`src/rtl/route_pkg.sv`:
```
package route_pkg;
  // IPv4 destinations only
  localparam int ADDR_W = 32;
  // enough bits to hold 0..32
  localparam int LEN_W  = 6;

  typedef struct packed {
    logic              vld;
    logic [ADDR_W-1:0] pfx;
    logic [LEN_W-1:0]  len;
  } route_key_t;

  // Mask with the top 'len' bits set; len 0 gives an all-zero mask.
  function automatic logic [ADDR_W-1:0] len_mask(input logic [LEN_W-1:0] len);
    return ~({ADDR_W{1'b1}} >> len);
  endfunction
endpackage

```
`src/rtl/route_table.sv`:
```
module route_table
  import route_pkg::*;
#(
  parameter int N       = 8,
  parameter int NH_W    = 4,
  parameter int STAMP_W = 32,
  localparam int IDX_W  = (N > 1) ? $clog2(N) : 1
) (
  input  logic               clk,
  input  logic               rst_n,
  input  logic               wr_en,
  input  logic [IDX_W-1:0]   wr_idx,
  input  logic               wr_vld,
  input  logic [ADDR_W-1:0]  wr_pfx,
  input  logic [LEN_W-1:0]   wr_len,
  input  logic [NH_W-1:0]    wr_nh,
  input  logic               use_en,
  input  logic [IDX_W-1:0]   use_idx,
  output route_key_t         keys  [N],
  output logic [NH_W-1:0]    nh    [N],
  output logic [STAMP_W-1:0] stamp [N]
);
  logic [LEN_W-1:0]   len_cl;
  logic [STAMP_W-1:0] use_cnt;

  assign len_cl = (wr_len > LEN_W'(ADDR_W)) ? LEN_W'(ADDR_W) : wr_len;

  // Stamp source: 0 is reserved for "never selected", so counting starts at 1.
  always_ff @(posedge clk) begin
    if (!rst_n)      use_cnt <= STAMP_W'(1);
    else if (use_en) use_cnt <= use_cnt + 1'b1;
  end

  for (genvar i = 0; i < N; i++) begin : g_slot
    route_key_t         key_q;
    logic [NH_W-1:0]    nh_q;
    logic [STAMP_W-1:0] st_q;

    always_ff @(posedge clk) begin
      if (!rst_n) begin
        key_q <= '0;
        nh_q  <= '0;
        st_q  <= '0;
      end else if (wr_en && wr_idx == IDX_W'(i)) begin
        key_q.vld <= wr_vld;
        key_q.pfx <= wr_pfx;
        key_q.len <= len_cl;
        nh_q      <= wr_nh;
        st_q      <= '0;           // rewritten slot counts as oldest
      end else if (use_en && use_idx == IDX_W'(i)) begin
        st_q      <= use_cnt;
      end
    end

    assign keys[i]  = key_q;
    assign nh[i]    = nh_q;
    assign stamp[i] = st_q;
  end
endmodule

```
`src/rtl/route_prune.sv`:
```
module route_prune
  import route_pkg::*;
#(
  parameter int N = 8
) (
  input  logic [ADDR_W-1:0] addr,
  input  route_key_t        keys [N],
  output logic [N-1:0]      surv
);
  logic [N-1:0]     hit;
  logic [LEN_W-1:0] best;

  for (genvar i = 0; i < N; i++) begin : g_hit
    assign hit[i] = keys[i].vld &&
                    (((addr ^ keys[i].pfx) & len_mask(keys[i].len)) == '0);
  end

  // Longest length among the hits
  always_comb begin
    best = '0;
    for (int i = 0; i < N; i++) begin
      if (hit[i] && keys[i].len > best) best = keys[i].len;
    end
  end

  // Only the most specific hits stay in the multipath set
  for (genvar i = 0; i < N; i++) begin : g_surv
    assign surv[i] = hit[i] && (keys[i].len == best);
  end
endmodule

```
`src/rtl/route_lru_pick.sv`:
```
module route_lru_pick #(
  parameter int N       = 8,
  parameter int STAMP_W = 32,
  localparam int IDX_W  = (N > 1) ? $clog2(N) : 1
) (
  input  logic [N-1:0]       cand,
  input  logic [STAMP_W-1:0] stamp [N],
  output logic [N-1:0]       pick_oh,
  output logic [IDX_W-1:0]   pick_idx,
  output logic               found
);
  logic [STAMP_W-1:0] oldest;

  // Ascending scan with a strict compare: equal stamps keep the lower index.
  always_comb begin
    found    = 1'b0;
    pick_idx = '0;
    oldest   = '0;
    for (int i = 0; i < N; i++) begin
      if (cand[i] && (!found || stamp[i] < oldest)) begin
        found    = 1'b1;
        pick_idx = IDX_W'(i);
        oldest   = stamp[i];
      end
    end
  end

  always_comb begin
    pick_oh = '0;
    if (found) pick_oh[pick_idx] = 1'b1;
  end
endmodule

```
`src/rtl/route_pick.sv`:
```
module route_pick
  import route_pkg::*;
#(
  parameter int N_ROUTES = 8,
  parameter int NH_W     = 4,
  parameter int STAMP_W  = 32,
  localparam int IDX_W   = (N_ROUTES > 1) ? $clog2(N_ROUTES) : 1
) (
  input  logic              clk,
  input  logic              rst_n,
  input  logic              req_valid,
  output logic              req_ready,
  input  logic [ADDR_W-1:0] req_addr,
  output logic              rsp_valid,
  input  logic              rsp_ready,
  output logic [NH_W-1:0]   rsp_nh,
  output logic              rsp_drop,
  input  logic              wr_en,
  input  logic [IDX_W-1:0]  wr_idx,
  input  logic              wr_valid,
  input  logic [ADDR_W-1:0] wr_prefix,
  input  logic [LEN_W-1:0]  wr_len,
  input  logic [NH_W-1:0]   wr_nh
);
  route_key_t          keys   [N_ROUTES];
  logic [NH_W-1:0]     nh_tab [N_ROUTES];
  logic [STAMP_W-1:0]  stamps [N_ROUTES];

  logic [N_ROUTES-1:0] surv_now, a_surv, live, cand, pick_oh;
  logic [IDX_W-1:0]    pick_idx;
  logic                found;
  logic                a_vld;
  logic                advance, use_en;
  logic                rsp_valid_q, rsp_drop_q;
  logic [NH_W-1:0]     rsp_nh_q, nh_sel;

  // Whole pipeline moves unless a response sits untaken
  assign advance   = !(rsp_valid_q && !rsp_ready);
  assign req_ready = advance;
  assign use_en    = advance && a_vld && found;

  route_table #(
    .N       (N_ROUTES),
    .NH_W    (NH_W),
    .STAMP_W (STAMP_W)
  ) u_table (
    .clk     (clk),
    .rst_n   (rst_n),
    .wr_en   (wr_en),
    .wr_idx  (wr_idx),
    .wr_vld  (wr_valid),
    .wr_pfx  (wr_prefix),
    .wr_len  (wr_len),
    .wr_nh   (wr_nh),
    .use_en  (use_en),
    .use_idx (pick_idx),
    .keys    (keys),
    .nh      (nh_tab),
    .stamp   (stamps)
  );

  // Stage A: match and longest-length pruning against the request address
  route_prune #(.N(N_ROUTES)) u_prune (
    .addr (req_addr),
    .keys (keys),
    .surv (surv_now)
  );

  always_ff @(posedge clk) begin
    if (!rst_n) begin
      a_vld  <= 1'b0;
      a_surv <= '0;
    end else if (advance) begin
      a_vld  <= req_valid;
      a_surv <= surv_now;
    end
  end

  // Stage B: drop survivors withdrawn since stage A, then pick the oldest
  for (genvar i = 0; i < N_ROUTES; i++) begin : g_live
    assign live[i] = keys[i].vld;
  end
  assign cand = a_surv & live;

  route_lru_pick #(
    .N       (N_ROUTES),
    .STAMP_W (STAMP_W)
  ) u_pick (
    .cand     (cand),
    .stamp    (stamps),
    .pick_oh  (pick_oh),
    .pick_idx (pick_idx),
    .found    (found)
  );

  always_comb begin
    nh_sel = '0;
    for (int i = 0; i < N_ROUTES; i++) begin
      if (pick_oh[i]) nh_sel = nh_sel | nh_tab[i];
    end
  end

  always_ff @(posedge clk) begin
    if (!rst_n) begin
      rsp_valid_q <= 1'b0;
      rsp_drop_q  <= 1'b0;
      rsp_nh_q    <= '0;
    end else if (advance) begin
      rsp_valid_q <= a_vld;
      rsp_drop_q  <= a_vld && !found;
      rsp_nh_q    <= nh_sel;
    end
  end

  assign rsp_valid = rsp_valid_q;
  assign rsp_drop  = rsp_drop_q;
  assign rsp_nh    = rsp_nh_q;
endmodule

```
`config.mk`:
```
export PLATFORM = sky130hd
export DESIGN_NAME = route_pick
export DESIGN_NICKNAME = d
export VERILOG_FILES = /design/src/rtl/route_pkg.sv /design/src/rtl/route_table.sv /design/src/rtl/route_prune.sv /design/src/rtl/route_lru_pick.sv /design/src/rtl/route_pick.sv
export SDC_FILE = /design/constraint.sdc
export NUM_CORES = 2
export LEC_CHECK = 0
export BUFFER_PORTS_ARGS = -buffer_cell sky130_fd_sc_hd__buf_2
export CAP_MARGIN = 20
export CORE_UTILIZATION = 65
export CTS_CLUSTER_SIZE = 24
export DETAILED_ROUTE_END_ITERATION = 6
export PLACE_DENSITY = 0.82
export SETUP_SLACK_MARGIN = 0.15
export SLEW_MARGIN = 25
export SYNTH_ARGS = -nofsm -noshare
export SYNTH_HDL_FRONTEND = slang
export SYNTH_SLANG_ARGS = --single-unit
```
`constraint.sdc`:
```
create_clock -name clk -period 32.3 [get_ports clk]
set_clock_uncertainty 0.2 [all_clocks]
set_input_delay 3.23 -clock clk [delete_from_list [all_inputs] [get_ports clk]]
set_output_delay 3.23 -clock clk [all_outputs]
set_load 0.01 [all_outputs]
```
==> results.txt <==
----------------------------------------------------
[Status]
  Status ... finished with violations
  Failing checks ... DRC

[Placement]
  RePlAce Congestion ... 1.08
  Half-perimeter wire length after detailed placement ... 105000 um
  Count of placed standard cells including taps ... 5802
  Port bufs ... 89

[Logic synthesis]
  Cell variety after synth ... between 90 and 100
  Largest cells by area after synthesis ... dfxtp_1 (31%), nand2_1 (8.6%), ha_1 (7.9%)
  Commonest cells in the netlist ... nand2_1 (950), dfxtp_1 (647), a21boi_0 (381)
  Average instance area after synthesis ... slightly below 8 um2
  Post-synthesis cell count ... 5206
  Post-synth top flop ... dfxtp_1
  Most area-hungry cell type in the Yosys netlist ... dfxtp_1
  FFs w/ async S/R, synth ... 0%
  Most numerous cell in the Yosys netlist ... nand2_1
  Net count after synthesis ... approximately 5500
  Yosys synthesis warning count ... 0
  FF+latch count, synth ... 647
  Area share of the largest cell type after synthesis ... 31.3%
  Share of synthesized area occupied by flip-flops and latches ... between 30 and 40%
  Number of enable flip-flop cells after synthesis ... 0
  Netlist area before placement ... between 40000 and 50000 um2

[Finish]
  Share of final-layout standard cells stronger than drive strength 1 ... a little under a tenth
  Final-layout fill cell count ... 5187
  Fin nets ... 5374
  Util after Layout ... 70.7%
  Final cell count without fillers ... a little under 6000
  Area of the multi-input gates ... 26300 um2
  Sequential Area ... 13000 um2
  Layout area overhead ... 7.64%

[STA]
  Final hold violation count ... 0
  Tightest Pin Transition ... 1.07 ns
  Crit share post-route ... 66.7%
  Min Clock Period, post-route ... around 22 ns
  Slew headroom ... between 20% and 30%
  Setup TNS after final layout ... 0 ns
  Highest clock frequency the design can meet ... about 46 MHz
  Worst hold margin ... approximately 0.27 ns
  Final Setup Violations ... 0
  RSZ-0062 raised after global routing ... false
  Final slew viol count ... 0

[Pwr]
  Power per cell area ... 40.8 nW/um2
  Leakage power total ... 17.5 nW
  Overall power after layout ... 0.00182 W
  Worst IR Drop VDD ... ~0.000048 V

[Floorplanning]
  IO Count ... 90
  Area enclosed by the die boundary ... 64600 um2
  Die outline width ... 254 um
  Chip Height ... 254 um
  Initial core utilization ... approximately 66%
  Core Footprint ... 63000 um2
  Placement row count ... 92

[Clocking]
  H-tree lvl count ... 3
  Post-cts repair resize count ... 0
  Worst-Skew Late Latency ... 0.65 ns
  Clock Root Buffer ... clkbuf_16
  Clock sink count ... 647
  Clock transition at path regs ... 0.06 ns
  Post-CTS repair timing setup buffer count ... 0
  Total of hold buffers inserted after clock tree synthesis ... 0
  Number of buffers inserted during clock tree synthesis ... 73
  TritonCTS clock tree ... built
  Maximum clock insertion buffer count ... 3

[Worst setup path]
  Cell type of the slowest stage on the worst timing path ... o41ai_4
  Depth of the worst register-to-register path ... 79
  Reg2Reg Setup Slack ... 10.88 ns
  CP max stage delay ... 0.72 ns
  Launch point of the worst path ... req_addr[3]
  Combined buffer and inverter count along the critical path ... 5
  Required time of the critical path ... approximately 33 ns
  Crit. End Element ... register
  Crit path arrival time ... between 20 and 25 ns
  Critical Path Stages ... 78
  Category of cells accounting for the largest share of critical-path delay ... compound AO/OA/AOI/OAI gates
  Worst Setup Start Kind ... primary input
  Endpoint of the worst-slack reg-to-reg timing path ... u_table.g_slot[7].st_q[8]
  Start-to-end type of the worst setup path ... primary input to register
  Worst setup path endpoint ... a_surv[0]
  Top fanout value on the critical path ... 31
  Reg-to-reg critical path startpoint ... u_table.keys[311]

[Detailed routing]
  Mean routed wirelength per cell ... 25.5 um
  First-pass iteration count of the detailed router ... 7
  Vias post-DR ... 38964
  Vias per cell ... roughly 6.6
  DRT iter0 DRCs ... 4098
  Final Routed Wirelength ... 152000 um
  Post-DRT Antenna Nets ... 0
  Total DRC errors in the routed layout ... 14

[GRT]
  Combined global-route utilization of all metal layers ... about 46%
  Largest net degree at the start of global routing ... 125
  Remaining global-route overflow ... 0
  Global-route wire length before repair ... about 220000 um
  Vias in the first global route ... 36764
  Initial antenna violation count ... 6

[Worst hold path]
  Worst min-delay path category ... register to register
  Number of cells on the worst hold path ... 2

[Run]
  Reported max-cap violation count ... 0

----------------------------------------------------
[sequential cells by signal, summed over array words and instances (netlist names)]
register,flops
rsp_nh,4
a_vld,1
rsp_valid,1
u_table.g_slot.st_q,256
a_surv,8
rsp_drop,1
u_table.use_cnt,32
u_table.keys,312
u_table.g_slot.nh_q,32
[where the power goes]
part           internal (W)  switching (W)  leakage [nW]
clock network      0.000495       0.000357          1.21
logic             0.0000451       0.000105          11.1
registers          0.000807     0.00000731          5.22
total               0.00135       0.000470          17.5
[worst min-delay path, stage by stage (launching register included)]
cell      delay [ns]
dfxtp_1         0.31
nand2_1         0.05
a21boi_0        0.06
[routing by layer]
metal,track usage (%),routed length (um),up-vias
met5,0.150,24,-
met4,45.6,17400,4
met3,11.2,13700,849
met2,74.7,67800,2162
met1,49.6,52800,18273
li1,-,-,17676
[cell usage in the layout, fill, tap and decap left out, types with 19 or more instances in the layout]
master     synthesis  layout
clkbuf_8           0      20
nand3_1          141     136
mux2_2           103     103
a21oi_1          187     186
nor4_1            37      37
mux2i_1          232     232
and2_1            44      43
clkbuf_16          0      74
a22oi_1           19      19
buf_2             19      88
a211oi_1          37      37
ha_1             260     260
nor2b_1           22      22
xor2_1           136     135
o31ai_1           20      19
nand2_1          950     939
a31oi_1           38      36
a21boi_0         381     381
o211ai_1          24      24
buf_4              1      76
or3_1             22      22
nor2_1           336     330
dfxtp_1          647     647
o22ai_1           20      20
o21a_1            66      66
nor3_1            61      55
a21o_1            45      45
nand4_1           75      75
xnor2_1          211     209
o21ai_0          251     251
inv_1            175     175
[kinds of logic after synthesis]
logic type | Yosys count | synth area share (%)
and+or+nand+nor | 1775 | 18.7
muxes | 335 | 8.42
AOI/OAI and AO/OA | 1246 | 20.6
adders and majority gates | 263 | 7.94
xor gates and xnor gates | 347 | 7.35
DFF | 647 | 31.3
buffers and inverters | 593 | 5.59
[per-stage QoR]
| stage | area, um2 | setup slack (ns) |
|---|---|---|
| floorplan | 41300 | 13.42 |
| global placement | 41900 | 11.23 |
| detailed placement | 41900 | 10.79 |
| CTS | 44400 | 10.59 |
| global route | 44500 | 9.39 |
| finish | 44500 | 10.76 |
[worst min-delay path by stage]
| stage | slack [ns] | startpoint | end |
|---|---|---|---|
| 5_1_grt | 0.28 | u_table.g_slot[0].nh_q[1] | u_table.g_slot[0].nh_q[1] |
| 2_1_floorplan | 0.23 | a_surv[6] | a_surv[6] |
| 6_report | 0.27 | u_table.g_slot[0].nh_q[3] | u_table.g_slot[0].nh_q[3] |
| 3_3_place_gp | 0.25 | u_table.g_slot[6].nh_q[2] | u_table.g_slot[6].nh_q[2] |
| 3_5_place_dp | 0.26 | u_table.g_slot[0].nh_q[1] | u_table.g_slot[0].nh_q[1] |
| 4_1_cts | 0.26 | u_table.g_slot[0].nh_q[1] | u_table.g_slot[0].nh_q[1] |
[final cells by class]
class,instances,share of cell area [%]
clock inverters,25,0.602
well taps,846,2.38
clock buffers,109,4.91
repair buffers,166,2.33
flip-flops and latches,647,29.1
diodes,5,0.0281
multi-input cells,3966,59.2
inverters,177,1.49
Power figures use the tool's default switching activity.
